### src/rtl/smc_pkg.sv
package smc_pkg;
  localparam int WORD_W   = 16;
  localparam int ATT_W    = 8;
  localparam int CFG_W    = 7;
  localparam int ADDR_LSB = 9;
  localparam int LOAD_BIT = 8;

  typedef enum logic [1:0] {
    TGT_ATT_L = 2'd0,
    TGT_ATT_R = 2'd1,
    TGT_CFG_A = 2'd2,
    TGT_CFG_B = 2'd3
  } tgt_e;

  // config A bit positions
  localparam int A_MUTE_N = 0;
  localparam int A_DEEMPH = 1;
  localparam int A_OS4X   = 2;
  localparam int A_IW_LSB = 3;
  localparam int A_OW_LSB = 5;
  // config B bit positions
  localparam int B_I2S    = 0;
  localparam int B_LRPOL  = 1;
  localparam int B_LINK   = 2;
  localparam int B_SLOW   = 3;
  localparam int B_DIV2   = 4;
  localparam int B_SF_LSB = 5;

  localparam logic [CFG_W-1:0] CFG_A_RST = 7'b000_0001;
  localparam logic [CFG_W-1:0] CFG_B_RST = 7'b000_0000;
endpackage

### src/rtl/smc_sync.sv
module smc_sync #(
  parameter int N      = 3,
  parameter int STAGES = 2
) (
  input  logic         clk_i,
  input  logic         rst_ni,
  input  logic [N-1:0] async_i,
  output logic [N-1:0] sync_o
);
  logic [N-1:0] pipe_q [STAGES];

  always_ff @(posedge clk_i or negedge rst_ni) begin
    if (!rst_ni) begin
      for (int s = 0; s < STAGES; s++) pipe_q[s] <= '0;
    end else begin
      pipe_q[0] <= async_i;
      for (int s = 1; s < STAGES; s++) pipe_q[s] <= pipe_q[s-1];
    end
  end

  assign sync_o = pipe_q[STAGES-1];
endmodule

### src/rtl/smc_shifter.sv
module smc_shifter #(
  parameter int WORD_W = 16
) (
  input  logic              clk_i,
  input  logic              rst_ni,
  input  logic              strobe_i,
  input  logic              sclk_i,
  input  logic              sdata_i,
  output logic              wr_o,
  output logic [WORD_W-1:0] word_o
);
  localparam int CNT_W = $clog2(WORD_W + 2);
  localparam logic [CNT_W-1:0] CNT_FULL = CNT_W'(WORD_W);
  localparam logic [CNT_W-1:0] CNT_OVER = CNT_W'(WORD_W + 1);

  logic              strobe_q, sclk_q;
  logic              strobe_rise, sclk_rise;
  logic [CNT_W-1:0]  cnt_q;
  logic [WORD_W-1:0] shreg_q;

  assign strobe_rise = strobe_i & ~strobe_q;
  assign sclk_rise   = sclk_i & ~sclk_q;

  always_ff @(posedge clk_i or negedge rst_ni) begin
    if (!rst_ni) begin
      strobe_q <= 1'b1;
      sclk_q   <= 1'b0;
      cnt_q    <= '0;
      shreg_q  <= '0;
      wr_o     <= 1'b0;
      word_o   <= '0;
    end else begin
      strobe_q <= strobe_i;
      sclk_q   <= sclk_i;
      wr_o     <= 1'b0;
      if (strobe_rise) begin
        cnt_q <= '0;
        if (cnt_q == CNT_FULL) begin
          wr_o   <= 1'b1;
          word_o <= shreg_q;
        end
      end else if (sclk_rise && !strobe_i) begin
        shreg_q <= {shreg_q[WORD_W-2:0], sdata_i};
        if (cnt_q != CNT_OVER) cnt_q <= cnt_q + 1'b1;
      end
    end
  end

  assert_wr_pulse_R1: assert property (@(posedge clk_i) disable iff (!rst_ni)
    wr_o |=> !wr_o);
  assert_bad_len_dropped_R2: assert property (@(posedge clk_i) disable iff (!rst_ni)
    (strobe_rise && cnt_q != CNT_FULL) |=> !wr_o);
endmodule

### src/rtl/smc_cfg_regs.sv
module smc_cfg_regs
  import smc_pkg::*;
(
  input  logic             clk_i,
  input  logic             rst_ni,
  input  logic             wr_i,
  input  tgt_e             tgt_i,
  input  logic [CFG_W-1:0] data_i,
  output logic [CFG_W-1:0] cfg_a_o,
  output logic [CFG_W-1:0] cfg_b_o
);
  logic [CFG_W-1:0] cfg_q [2];

  for (genvar g = 0; g < 2; g++) begin : g_cfg
    localparam tgt_e             MY_TGT = (g == 0) ? TGT_CFG_A : TGT_CFG_B;
    localparam logic [CFG_W-1:0] MY_RST = (g == 0) ? CFG_A_RST : CFG_B_RST;

    always_ff @(posedge clk_i or negedge rst_ni) begin
      if (!rst_ni) cfg_q[g] <= MY_RST;
      else if (wr_i && tgt_i == MY_TGT) cfg_q[g] <= data_i;
    end

    assert_cfg_hold_R3: assert property (@(posedge clk_i) disable iff (!rst_ni)
      !(wr_i && tgt_i == MY_TGT) |=> $stable(cfg_q[g]));
  end

  assign cfg_a_o = cfg_q[0];
  assign cfg_b_o = cfg_q[1];
endmodule

### src/rtl/smc_atten.sv
module smc_atten
  import smc_pkg::*;
(
  input  logic             clk_i,
  input  logic             rst_ni,
  input  logic             wr_i,
  input  tgt_e             tgt_i,
  input  logic [ATT_W-1:0] code_i,
  input  logic             load_i,
  input  logic             link_i,
  output logic [ATT_W-1:0] act_l_o,
  output logic [ATT_W-1:0] act_r_o
);
  logic [ATT_W-1:0] stg_l_q, stg_r_q;

  always_ff @(posedge clk_i or negedge rst_ni) begin
    if (!rst_ni) begin
      stg_l_q <= '1;
      stg_r_q <= '1;
      act_l_o <= '1;
      act_r_o <= '1;
    end else if (wr_i) begin
      unique case (tgt_i)
        TGT_ATT_L: begin
          stg_l_q <= code_i;
          if (load_i) begin
            act_l_o <= code_i;
            act_r_o <= link_i ? code_i : stg_r_q;
          end
        end
        TGT_ATT_R: begin
          stg_r_q <= code_i;
          if (load_i) begin
            act_l_o <= stg_l_q;
            act_r_o <= link_i ? stg_l_q : code_i;
          end
        end
        default: ;
      endcase
    end
  end

  assert_link_left_load_R8: assert property (@(posedge clk_i) disable iff (!rst_ni)
    (wr_i && load_i && link_i && tgt_i == TGT_ATT_L) |=> (act_r_o == act_l_o));
  assert_level_needs_load_R11: assert property (@(posedge clk_i) disable iff (!rst_ni)
    !$stable({act_l_o, act_r_o}) |-> $past(wr_i && load_i));
endmodule

### src/rtl/serial_mode_ctrl.sv
module serial_mode_ctrl
  import smc_pkg::*;
#(
  parameter int SYNC_STAGES = 2
) (
  input  logic             clk_i,
  input  logic             rst_ni,
  input  logic             strobe_i,
  input  logic             sclk_i,
  input  logic             sdata_i,
  output logic [ATT_W-1:0] atten_l_o,
  output logic [ATT_W-1:0] atten_r_o,
  output logic             mute_o,
  output logic             deemph_en_o,
  output logic             os4x_o,
  output logic [2:0]       in_fmt_o,
  output logic [1:0]       out_len_o,
  output logic             lr_pol_o,
  output logic             atten_link_o,
  output logic             slow_rolloff_o,
  output logic             clk_div2_o,
  output logic [1:0]       deemph_rate_o
);
  logic [2:0]        sync_lvl;
  logic              wr;
  logic [WORD_W-1:0] word;
  tgt_e              tgt;
  logic [CFG_W-1:0]  cfg_a, cfg_b;
  logic              unused_bits;

  smc_sync #(.N(3), .STAGES(SYNC_STAGES)) u_sync (
    .clk_i  (clk_i),
    .rst_ni (rst_ni),
    .async_i({strobe_i, sclk_i, sdata_i}),
    .sync_o (sync_lvl)
  );

  smc_shifter #(.WORD_W(WORD_W)) u_shift (
    .clk_i   (clk_i),
    .rst_ni  (rst_ni),
    .strobe_i(sync_lvl[2]),
    .sclk_i  (sync_lvl[1]),
    .sdata_i (sync_lvl[0]),
    .wr_o    (wr),
    .word_o  (word)
  );

  assign tgt         = tgt_e'(word[ADDR_LSB +: 2]);
  assign unused_bits = ^{word[WORD_W-1:ADDR_LSB+2], word[ATT_W-1:CFG_W]};

  smc_cfg_regs u_cfg (
    .clk_i  (clk_i),
    .rst_ni (rst_ni),
    .wr_i   (wr),
    .tgt_i  (tgt),
    .data_i (word[CFG_W-1:0]),
    .cfg_a_o(cfg_a),
    .cfg_b_o(cfg_b)
  );

  smc_atten u_att (
    .clk_i  (clk_i),
    .rst_ni (rst_ni),
    .wr_i   (wr),
    .tgt_i  (tgt),
    .code_i (word[ATT_W-1:0]),
    .load_i (word[LOAD_BIT]),
    .link_i (cfg_b[B_LINK]),
    .act_l_o(atten_l_o),
    .act_r_o(atten_r_o)
  );

  assign mute_o         = ~cfg_a[A_MUTE_N];
  assign deemph_en_o    = cfg_a[A_DEEMPH];
  assign os4x_o         = cfg_a[A_OS4X];
  assign in_fmt_o       = {cfg_b[B_I2S], cfg_a[A_IW_LSB +: 2]};
  assign out_len_o      = cfg_a[A_OW_LSB +: 2];
  assign lr_pol_o       = cfg_b[B_LRPOL];
  assign atten_link_o   = cfg_b[B_LINK];
  assign slow_rolloff_o = cfg_b[B_SLOW];
  assign clk_div2_o     = cfg_b[B_DIV2];
  assign deemph_rate_o  = cfg_b[B_SF_LSB +: 2];
endmodule

### config.mk
export PLATFORM = sky130hd
export DESIGN_NAME = serial_mode_ctrl
export DESIGN_NICKNAME = d
export VERILOG_FILES = /design/src/rtl/smc_pkg.sv /design/src/rtl/smc_sync.sv /design/src/rtl/smc_shifter.sv /design/src/rtl/smc_cfg_regs.sv /design/src/rtl/smc_atten.sv /design/src/rtl/serial_mode_ctrl.sv
export SDC_FILE = /design/constraint.sdc
export NUM_CORES = 1
export LEC_CHECK = 0
export ABC_AREA = 1
export CORE_ASPECT_RATIO = 0.7
export CORE_MARGIN = 1.5
export CORE_UTILIZATION = 58
export CTS_CLUSTER_DIAMETER = 120
export CTS_CLUSTER_SIZE = 12
export DETAILED_ROUTE_END_ITERATION = 8
export GPL_TIMING_DRIVEN = 0
export PLACE_DENSITY_LB_ADDON = 0.2
export SLEW_MARGIN = 0
export SYNTH_ARGS = -nofsm -noshare
export SYNTH_HDL_FRONTEND = slang
export SYNTH_HIERARCHICAL = 1
export SYNTH_SLANG_ARGS = --single-unit
### constraint.sdc
create_clock -name clk_i -period 1.7 [get_ports clk_i]
set_clock_uncertainty 0.1 [all_clocks]
set_input_delay 0.34 -clock clk_i [delete_from_list [all_inputs] [get_ports clk_i]]
set_output_delay 0.34 -clock clk_i [all_outputs]
set_load 0.03 [all_outputs]
# After elaboration in Yosys (flattened, before gate mapping)
# Cells that the tools add are included.
# totals
output_inout_bits	30
regBits	82
word_cells	55
# classes
n_bitwise	6
n_eq_ne	7
reduce_logical	14
muxes	13
addsub	1
# op_table
cell	n
8-bit 2-to-1 mux	6
8-bit one-hot mux with 2 select lines	2
5-bit 2-to-1 mux	3
2-bit AND reduction	5
2-bit nonzero test	3
5-bit by 1-bit adder with 5-bit output, second input constant	1
5-bit equality test, second input constant	1
5-bit != test, second input constant	1
2-bit equality test, second input constant	2
2-bit != test, second input constant	2
1-bit inverter	4
4-bit AND reduction	1
1-bit logical AND	3
1-bit AND	2
2-bit by 1-bit equality test with 1-bit output, second input constant	1
2-bit zero test	1
1-bit 2-to-1 mux	2
1-bit zero test	1

# Logic depth before layout (Yosys ltp)
# Gate-level depths: netlist of the first run.
# logic_depth
depth_word	5
depth_mapped	9

# Cells and area by module
# The synthesis of the first run kept the hierarchy.
# modules_own_cells
module	cells_each	area_per_inst_um2	instances	seq_area_each_um2
smc_shifter	182	1695.4	1	1002.2
smc_atten	218	1669.1	1	840.8
smc_cfg_regs	64	630.6	1	351.6
smc_sync	9	172.7	1	150.1
serial_mode_ctrl	1	3.8	1	0.0

# Least setup slack after synthesis of the first run
# OpenSTA, ideal clock, no wires.
# synth_timing
path_type	register -> register
from	register u_cfg.cfg_q, in the netlist u_cfg/cfg_b_o[2]
to	register u_att.act_r_o[5]
required_ns	1.525
period_less_slack_ns	1.364
n_path_buf	2
path_slack_ns	0.336
arrival_time_ns	1.189
path_stages_with_launch	10
path_cell_list	dfrtp_1 > buf_2 > inv_2 > buf_6 > nand2_1 > nand2_1 > nand2_1 > nand2_1 > nand2_1 > nand2_1
# synth_between
elab_chain_cells	3
elab_cells_between_ends	5
cone_classes	5 x mux
# synth_rtl
element	line_no	source
start: declaration	smc_cfg_regs.sv:12	logic [CFG_W-1:0] cfg_q [2];
start signal: indexed assignment	smc_cfg_regs.sv:20	else if (wr_i && tgt_i == MY_TGT) cfg_q[g] <= data_i;
8-bit 2-to-1 mux (on tied branches)	smc_atten.sv:35, smc_atten.sv:28	
8-bit 2-to-1 mux (on tied branches)	smc_atten.sv:33, smc_atten.sv:26	
8-bit one-hot mux with 2 select lines (*)	smc_atten.sv:23	unique case (tgt_i)
end signal: assignment	smc_atten.sv:28	act_r_o <= link_i ? code_i : stg_r_q;
end signal: assignment	smc_atten.sv:35	act_r_o <= link_i ? stg_l_q : code_i;
end: declaration	smc_atten.sv:12	output logic [ATT_W-1:0] act_r_o
# Mark *: on every way between the ends. The rest lies on a longest branch, timed or not. The select of a mux whose other input is x is not followed.
# A chain may end at the register's enable or synchronous reset.

# Final worst setup path of the first run
# layout_timing
from	register u_att.act_l_o[1]
to	output atten_l_o[1]
# layout_rtl
element	line_no	source
start: declaration	smc_atten.sv:11	output logic [ATT_W-1:0] act_l_o,
start signal: assignment	smc_atten.sv:27	act_l_o <= code_i;
start signal: assignment	smc_atten.sv:34	act_l_o <= stg_l_q;
end: declaration	serial_mode_ctrl.sv:11	output logic [ATT_W-1:0] atten_l_o,
# No word-level cell between the ends.

==> summary by stage, run 1 <==
Run status
The run finished with clean final reports.

Critical path
For the worst setup path, the data arrival time is 1200 ps. The sum of buffers and inverters on the critical path is 1. The critical path goes through clkdlybuf4s15_2. The source of the worst register-to-register timing path is u_cfg/cfg_b_o[2]$_DFFE_PN0P_. The startpoint type of the worst setup path is a flop. The slowest stage of the critical path is the sky130_fd_sc_hd__dfstp_2 cell.

The kind of cell with the highest combined delay along the critical path is flip-flops. The most critical setup path has its startpoint at u_att/act_l_o[1]$_DFFE_PN1P_. Of all nets on the critical path, the largest fanout is 2. The worst path required time is 1260 ps. On the worst path, the slowest cell contributes a delay of 550 ps.

The critical path class is flop to primary output. The sort of element at the end of the critical path is a primary output.

GRT
In this run the most used layer during global routing was met1. The via count of the first global-routing pass was 2881. Global routing used 25.3% of the available tracks across all layers. The pin count of the biggest net entering global routing is 60.

For this run, global-route usage on met3 was measured as 7.61%. The met2 track utilization from global routing is 36.1%. The total overflow reported by the global router is 0. The number of antenna violations at the first check in global routing is 0. The global-route wire length before repair is about 14 mm. Global routing consumed, on the met1 layer, a little under two fifths of the routing resources.

Cells and area
The library cell used most frequently in the layout, excluding fill and tap cells, is sky130_fd_sc_hd__nand2_1. Of the cells placed in the final design, the portion with a size suffix greater than 1 is 22.6%. Relative to the synthesized area, the layout overhead comes to 17.7%. The finished layout holds 569 standard cells, fillers aside. The final layout contains 494 nets.

Leaving out fill and tap cells, the most frequent cells in the layout are 223 x sky130_fd_sc_hd__nand2_1, 48 x sky130_fd_sc_hd__dfrtp_1, 34 x sky130_fd_sc_hd__dfstp_2. The count of antenna diodes in the layout is 0.

Die
After floorplanning, the core was sized to cover 0.00631 mm2. After floorplanning, the core was divided into 24 placement rows. In this run the count of I/O pins placed on the die edge is 35. The initial standard-cell utilization of the core is 60.5%. The vertical die dimension is 70.9 um. The die is 100 um wide. The die footprint is 0.00708 mm2.

STA
The total negative slack for setup checks is 0 ps. The number of setup violations in the final report is 0. The smallest clock period supported by the final layout is computed as 1640 ps. The transition time of the tightest slew-check pin is around 320 ps.

The headroom to the max-slew limit is 78.7%. The final-report hold violation count came to 0. Setup repair after global routing left no endpoint under its margin. Based on the critical path, the design can be clocked at up to 0.611 GHz. The total count of max-transition violations in the final report came to 0. The share of the clock period used by the worst path is 96.3%.

CTS
After clock tree synthesis, the clock-pin slew on the worst setup and hold paths is 90 ps. The number of sinks driven by the clock tree is slightly above 80. The tree is rooted in a sky130_fd_sc_hd__clkbuf_8. The total CTS buffers is 9. The clock insertion delay at the later pin of the skew report is around 360 ps. The clock passes through at most 2 buffers. Once the clock tree was built, the setup fixing pass inserted 0 buffers. The CTS tree is yes. The H-tree generated during clock tree synthesis spans 3 levels.

Routing
After detailed routing, the number of vias per cell comes to 5.22. The detailed router placed 2971 vias in this run. Once detail routing completed, the nets flagged for antenna violations numbered 0. The first detailed-routing pass took 4 iterations. In this run, the number of DRC markers left after iteration 0 of detailed routing was around 240. The number of design rule violations left after detail routing is 0. The sum of routed wire length over all layers is 7.80 mm. The routed wire length per instance is 13.7 um.

Worst hold path
The path class of the tightest hold or removal check is flop to flop. The worst hold path begins at u_sync/pipe_q[5]$_DFF_PN0_.

Power and ir drop
The leakage power total is about 2.3 nW. For this design the ratio of total power to cell area is between 800 and 900 mW/mm2. The net switching power is 861 uW. The share of total power dissipated in the clock network is 39.3%. The internal power of the cells totals between 2 and 3 mW.

The fraction of power spent switching nets is between 20% and 30%. The share of power burned in registers is 56.5%. Combinational cells account for 4.2% of the total power. The maximum VDD drop is 0.682 mV.

Placement
In this run, placement finished with an instance count of 552. Routability-driven placement finished with a final weighted congestion of 0.833. The HPWL reported at the end of detailed placement is around 5.5 mm. The number of port buffers is 34.

Flow run
Max-cap violations in this run came to 0.

Logic synthesis
Counting every net in the synthesized netlist gives 447. The combined area of all synthesized cells is 0.00382 mm2. The mean instance size in the synthesized netlist is between 8 and 9 um2.

The cell count after synthesis is 439. The Yosys step of the flow raised 6 warnings.
routing by layer:
metal / vias to the layer above / wire (um)
li1: 1471 / -
met1: 1391 / 4000
met2: 98 / 3290
met3: 11 / 426
met4: 0 / 85
met5: - / 0
final timing paths:
| check | slack, ps | cells past startpoint | to |
|---|---|---|---|
| hold reg to reg | 260 | 0 | u_sync/sync_o[2]$_DFF_PN0_ |
| setup reg to reg | 270 | 8 | u_att/act_r_o[3]$_DFFE_PN1P_ |
| hold / removal | 260 | 0 | u_sync/sync_o[2]$_DFF_PN0_ |
| max in group asynchronous | 550 | 3 | u_shift/strobe_q$_DFF_PN1_ |
| setup / recovery | 60 | 1 | atten_l_o[1] |
| min in group asynchronous | 320 | 2 | u_cfg/cfg_a_o[6]$_DFFE_PN0P_ |
registers in the layout, summed over array words and instances (netlist names):
name / cells
u_sync/sync_o: 3
u_cfg/cfg_b_o: 7
u_cfg/cfg_a_o: 7
u_shift/cnt_q: 5
u_sync/pipe_q: 3
u_att/act_r_o: 8
u_att/stg_l_q: 8
u_shift/wr_o: 1
u_shift/strobe_q: 1
u_att/stg_r_q: 8
u_shift/word_o: 11
u_shift/sclk_q: 1
u_att/act_l_o: 8
u_shift/shreg_q: 11
area by class of cell:
cell class	instances	area [um2]
tap	78	97.6
buffer	24	206
fill	510	1810
timing repair buffer	36	374
clock buffer	11	141
sequential	82	2090
clock inverter	5	62.6
multi-input combinational	301	1390
inverter	32	125
stage by stage:
step / util [%] / cell area (um2) / hold slack (ps) / power, mW / setup slack (ps)
floorplan: - / 3820 / -55.6 / 2.17 / 336
global placement: 67.5 / 4250 / 232 / 2.24 / -2590
detailed placement: 67.9 / 4280 / 163 / 2.26 / 76.8
CTS: 71.3 / 4500 / 260 / 3.70 / 1.48
global route: 71.2 / 4490 / 264 / 3.82 / 9.97
finish: 71.2 / 4490 / 256 / 3.66 / 62.5
what timing repair did:
| action | 4_1_cts | 5_1_grt |
|---|---|---|
| hold buffers | 1 | 0 |
| endpoints found under the setup margin | 30 | 1 |
| hold endpoints to repair | 14 | 0 |
| resized for setup | 63 | 1 |
power groups by stage:
| stage | registers, mW | clock network (mW) | logic, mW |
|---|---|---|---|
| final | 2.07 | 1.44 | 0.153 |
| after global routing | 2.08 | 1.56 | 0.180 |
| after CTS | 2.07 | 1.47 | 0.157 |
| after detailed placement | 2.10 | 0 | 0.155 |
| after global placement | 2.10 | 0 | 0.140 |
| after floorplan | 2.09 | 0 | 0.0846 |
Power figures use the tool's default switching activity.
==> inputs of run 2 (changes only) <==
CAP_MARGIN = 20   (was unset)
REMOVE_ABC_BUFFERS = 1   (was unset)
clock period = 1.62 ns   (was 1.7 ns; I/O delays follow)
==> summary by stage, run 2 (synthesis results as in run 1) <==
Cells and area
The largest registers in the layout are u_shift/shreg_q: 11 flops, u_shift/word_o: 11 flops. The fill cell instance count of the final layout is 537 (+5.3%). The share of the core filled with cells in the final layout was 67.7% (-3.5 points). Relative to the synthesized area, the layout overhead comes to 11.9%. In the layout the commonest cells are 222 x sky130_fd_sc_hd__nand2_1, 44 x sky130_fd_sc_hd__dfrtp_1, 34 x sky130_fd_sc_hd__dfstp_2.

The count of placed standard cells in the final layout, fillers left out is 554 (-2.6%). The final layout net count came to 479 (-3.0%). The count of antenna diodes in the layout is 0 (unchanged). The area occupied by multi-input gates was 0.00139 mm2 (+0.18%). The library cell used most frequently in the layout, excluding fill and tap cells, is sky130_fd_sc_hd__nand2_1. The share of post-route cells with drive strength above 1 is 21.0% (-1.6 points). The sequential cell area in the final layout was 0.00210 mm2 (+0.48%).

Critical path
The source of the worst register-to-register timing path is u_shift/cnt_q[0]$_DFFE_PN0P_. Walking the worst path, the cells encountered are clkdlybuf4s15_2. The largest fanout on the critical path is 19 (+17). The sum of buffers and inverters on the critical path is 1 (unchanged).

The worst path required time is 1200 ps (-60 ps). The register-to-register path setup slack was 110 ps (-160 ps). STA classifies the critical path startpoint as a flop. The dominant delay contributor by cell family on the critical path is flip-flops. The slowest library cell on the worst path is sky130_fd_sc_hd__dfrtp_4.

The number of cells on the worst reg-to-reg path is 6 (-2). The reg-to-reg critical path endpoint is u_shift/word_o[0]$_DFFE_PN0P_. The sort of element at the end of the critical path is a primary output. The data arrival time of the critical path is 1260 ps (+60 ps). The largest stage delay on the critical path is 590 ps (+40 ps). The setup path with the least slack is of type flop to primary output.

Placement
The HPWL reported at the end of detailed placement was 4.97 mm (-10%). The routability congestion estimate from global placement is 0.767 (-8.0%). The worst setup timing slack at the placement stage is -320 ps (-397 ps).

The count of placed standard cells including taps is 528 (-4.3%). The number of port buffers is 34 (unchanged).

Die
The width of the die was 100 um (unchanged). The placement row count is 24 (unchanged). The die footprint came to 0.00708 mm2 (unchanged). The area of the core region was 0.00631 mm2 (unchanged). The vertical die dimension was 70.9 um (unchanged). The count of boundary I/O pins is 35 (unchanged). The initial standard-cell utilization of the core was 60.5% (unchanged).

Power and ir drop
The fraction of power spent switching nets is 22.4% (-1.1 points). The portion of total power attributed to the clock network was 38.2% (-1.1 points). The leakage power total is 2.26 nW (-2.3%).

The net switching power is 846 uW (-1.8%). The share of power burned in registers is 57.6% (+1.1 points). The maximum VDD drop is 0.496 mV (-27%). The portion of total power attributed to combinational logic is 4.2% (about the same). The cell internal power dissipation is 2.93 mW (+4.6%). The power per standard cell area is 883 mW/mm2 (+8.4%).

STA
Setup repair after global routing could not meet its margin everywhere. The time the worst path needs with I/O delays and setup is 1690 ps. The number of setup violations in the final report is 1 (+1). The final critical path takes up 104% of the cycle.

The maximum frequency from static timing analysis is 0.592 GHz. The tightest hold margin came to 247 ps (-8.85 ps). The final worst slack came to -68.7 ps (-131 ps). The transition time of the tightest slew-check pin is 364 ps (+44.3 ps). The headroom to the max-slew limit is 75.7% (-3.0 points). The total count of max-transition violations in the final report is 0 (unchanged).

The final-report hold violation count came to 0 (unchanged).

GRT
The global router's overall resource usage was 23.3% (-2.0 points). The number of antenna violations at the first check in global routing is 0 (unchanged). The global-route wire length before repair is 12.8 mm (-7.6%). The via count of the first global-routing pass came to 2743 (-4.8%).

The total overflow reported by the global router is 0 (unchanged). The pin count of the biggest net entering global routing is 57 (-5.0%).

CTS
The number of sinks driven by the clock tree is 82 (unchanged). The number of H-tree branching levels is 3 (unchanged). The cell at the root of the clock tree is sky130_fd_sc_hd__clkbuf_8.

The CTS clock-pin slew for the worst setup and hold paths is 80 ps (about the same). The buffer depth of the longest clock path is 2 (unchanged). TritonCTS built the clock tree. The total CTS buffers came to 9 (unchanged). The clock insertion delay at the later pin of the skew report is 360 ps (about the same).

Routing
The total routed wire length on the met1 layer is 3.69 mm (-7.6%). The number of design-rule violations left by the first detailed-router iteration is 179 (-24%). The amount of wire on met2 after detailed routing is 3.30 mm (+0.27%). The remaining antenna violation count came to 0 (unchanged). The sum of routed wire length over all layers is 7.49 mm (-4.0%). The via-per-instance ratio is 5.28 (+1.1%). The detailed-route via count is 2924 (-1.6%). The highest layer touched by signal routing is met4.

The first-pass iteration count of the detailed router is 5 (+1). The routed wire length per instance is 13.5 um (-1.4%). The detailed-routed wire length on met3 is 412 um (-3.3%).

The number of design rule violations left after detail routing was 0 (unchanged).

Run status
The checks that failed: setup timing. The flow ran to the end, but the final reports show violations.

Worst hold path
The number of stages on the worst hold path was 0 (unchanged). The worst hold path startpoint is u_sync/pipe_q[5]$_DFF_PN0_. The class of the worst hold path is flop to flop.

For hold timing, the worst endpoint is u_sync/sync_o[2]$_DFF_PN0_.

Flow run
The max-cap check violation count is 0 (unchanged).
[run 2: power groups by stage]
stage                     Clock [mW]  Combinational [mW]  Sequential [mW]
final                           1.44               0.158             2.17
after global routing            1.56               0.184             2.18
after CTS                       1.49               0.153             2.17
after global placement             0               0.136             2.21
after detailed placement           0               0.151             2.21
after floorplan                    0              0.0769             2.19
[run 2: final cells by class]
type,count,share of cell area (%)
sequential,82,49.3
clock inverter,3,0.938
timing repair buffer,45,8.35
clock buffer,13,3.49
multi-input combinational,301,32.6
inverter,32,3.05
tap,78,2.29
[run 2: worst max-delay path by stage]
stage | startpoint | endpoint | slack, ps | cells past startpoint
floorplan | u_shift/wr_o$_DFF_PN0_ | u_att/act_l_o[0]$_DFFE_PN1P_ | 140 | 4
global placement | rst_ni | u_shift/word_o[2]$_DFFE_PN0P_ | -2740 | 1
detailed placement | u_cfg/cfg_b_o[2]$_DFFE_PN0P_ | atten_link_o | -320 | 1
CTS | u_cfg/cfg_b_o[2]$_DFFE_PN0P_ | atten_link_o | -120 | 1
global route | u_cfg/cfg_b_o[2]$_DFFE_PN0P_ | atten_link_o | -100 | 1
finish | u_cfg/cfg_b_o[2]$_DFFE_PN0P_ | atten_link_o | -70 | 1
[run 2: metal layers]
| metal | up-vias | track usage, % |
|---|---|---|
| li1 | 1444 | - |
| met1 | 1390 | 33.0 |
| met2 | 78 | 35.5 |
| met3 | 12 | 6.03 |
| met4 | 0 | 7.51 |
| met5 | - | 0 |
[run 2: per-stage QoR]
stage	instance area, um2	power [mW]	TNS (ps)
3_3_place_gp	4050	2.34	-197270
3_5_place_dp	4070	2.36	-6420
6_report	4270	3.77	-68.7
4_1_cts	4220	3.82	-125
2_1_floorplan	3610	2.27	0
5_1_grt	4270	3.92	-103
[run 2: repair_timing]
action / CTS / global route
pin swaps: 1 / 1
buffers inserted: 1 / 8
setup endpoints to repair: 63 / 43
hold buffers: 1 / 0
gates resized for setup: 97 / 12
endpoints found under the hold margin: 19 / 0
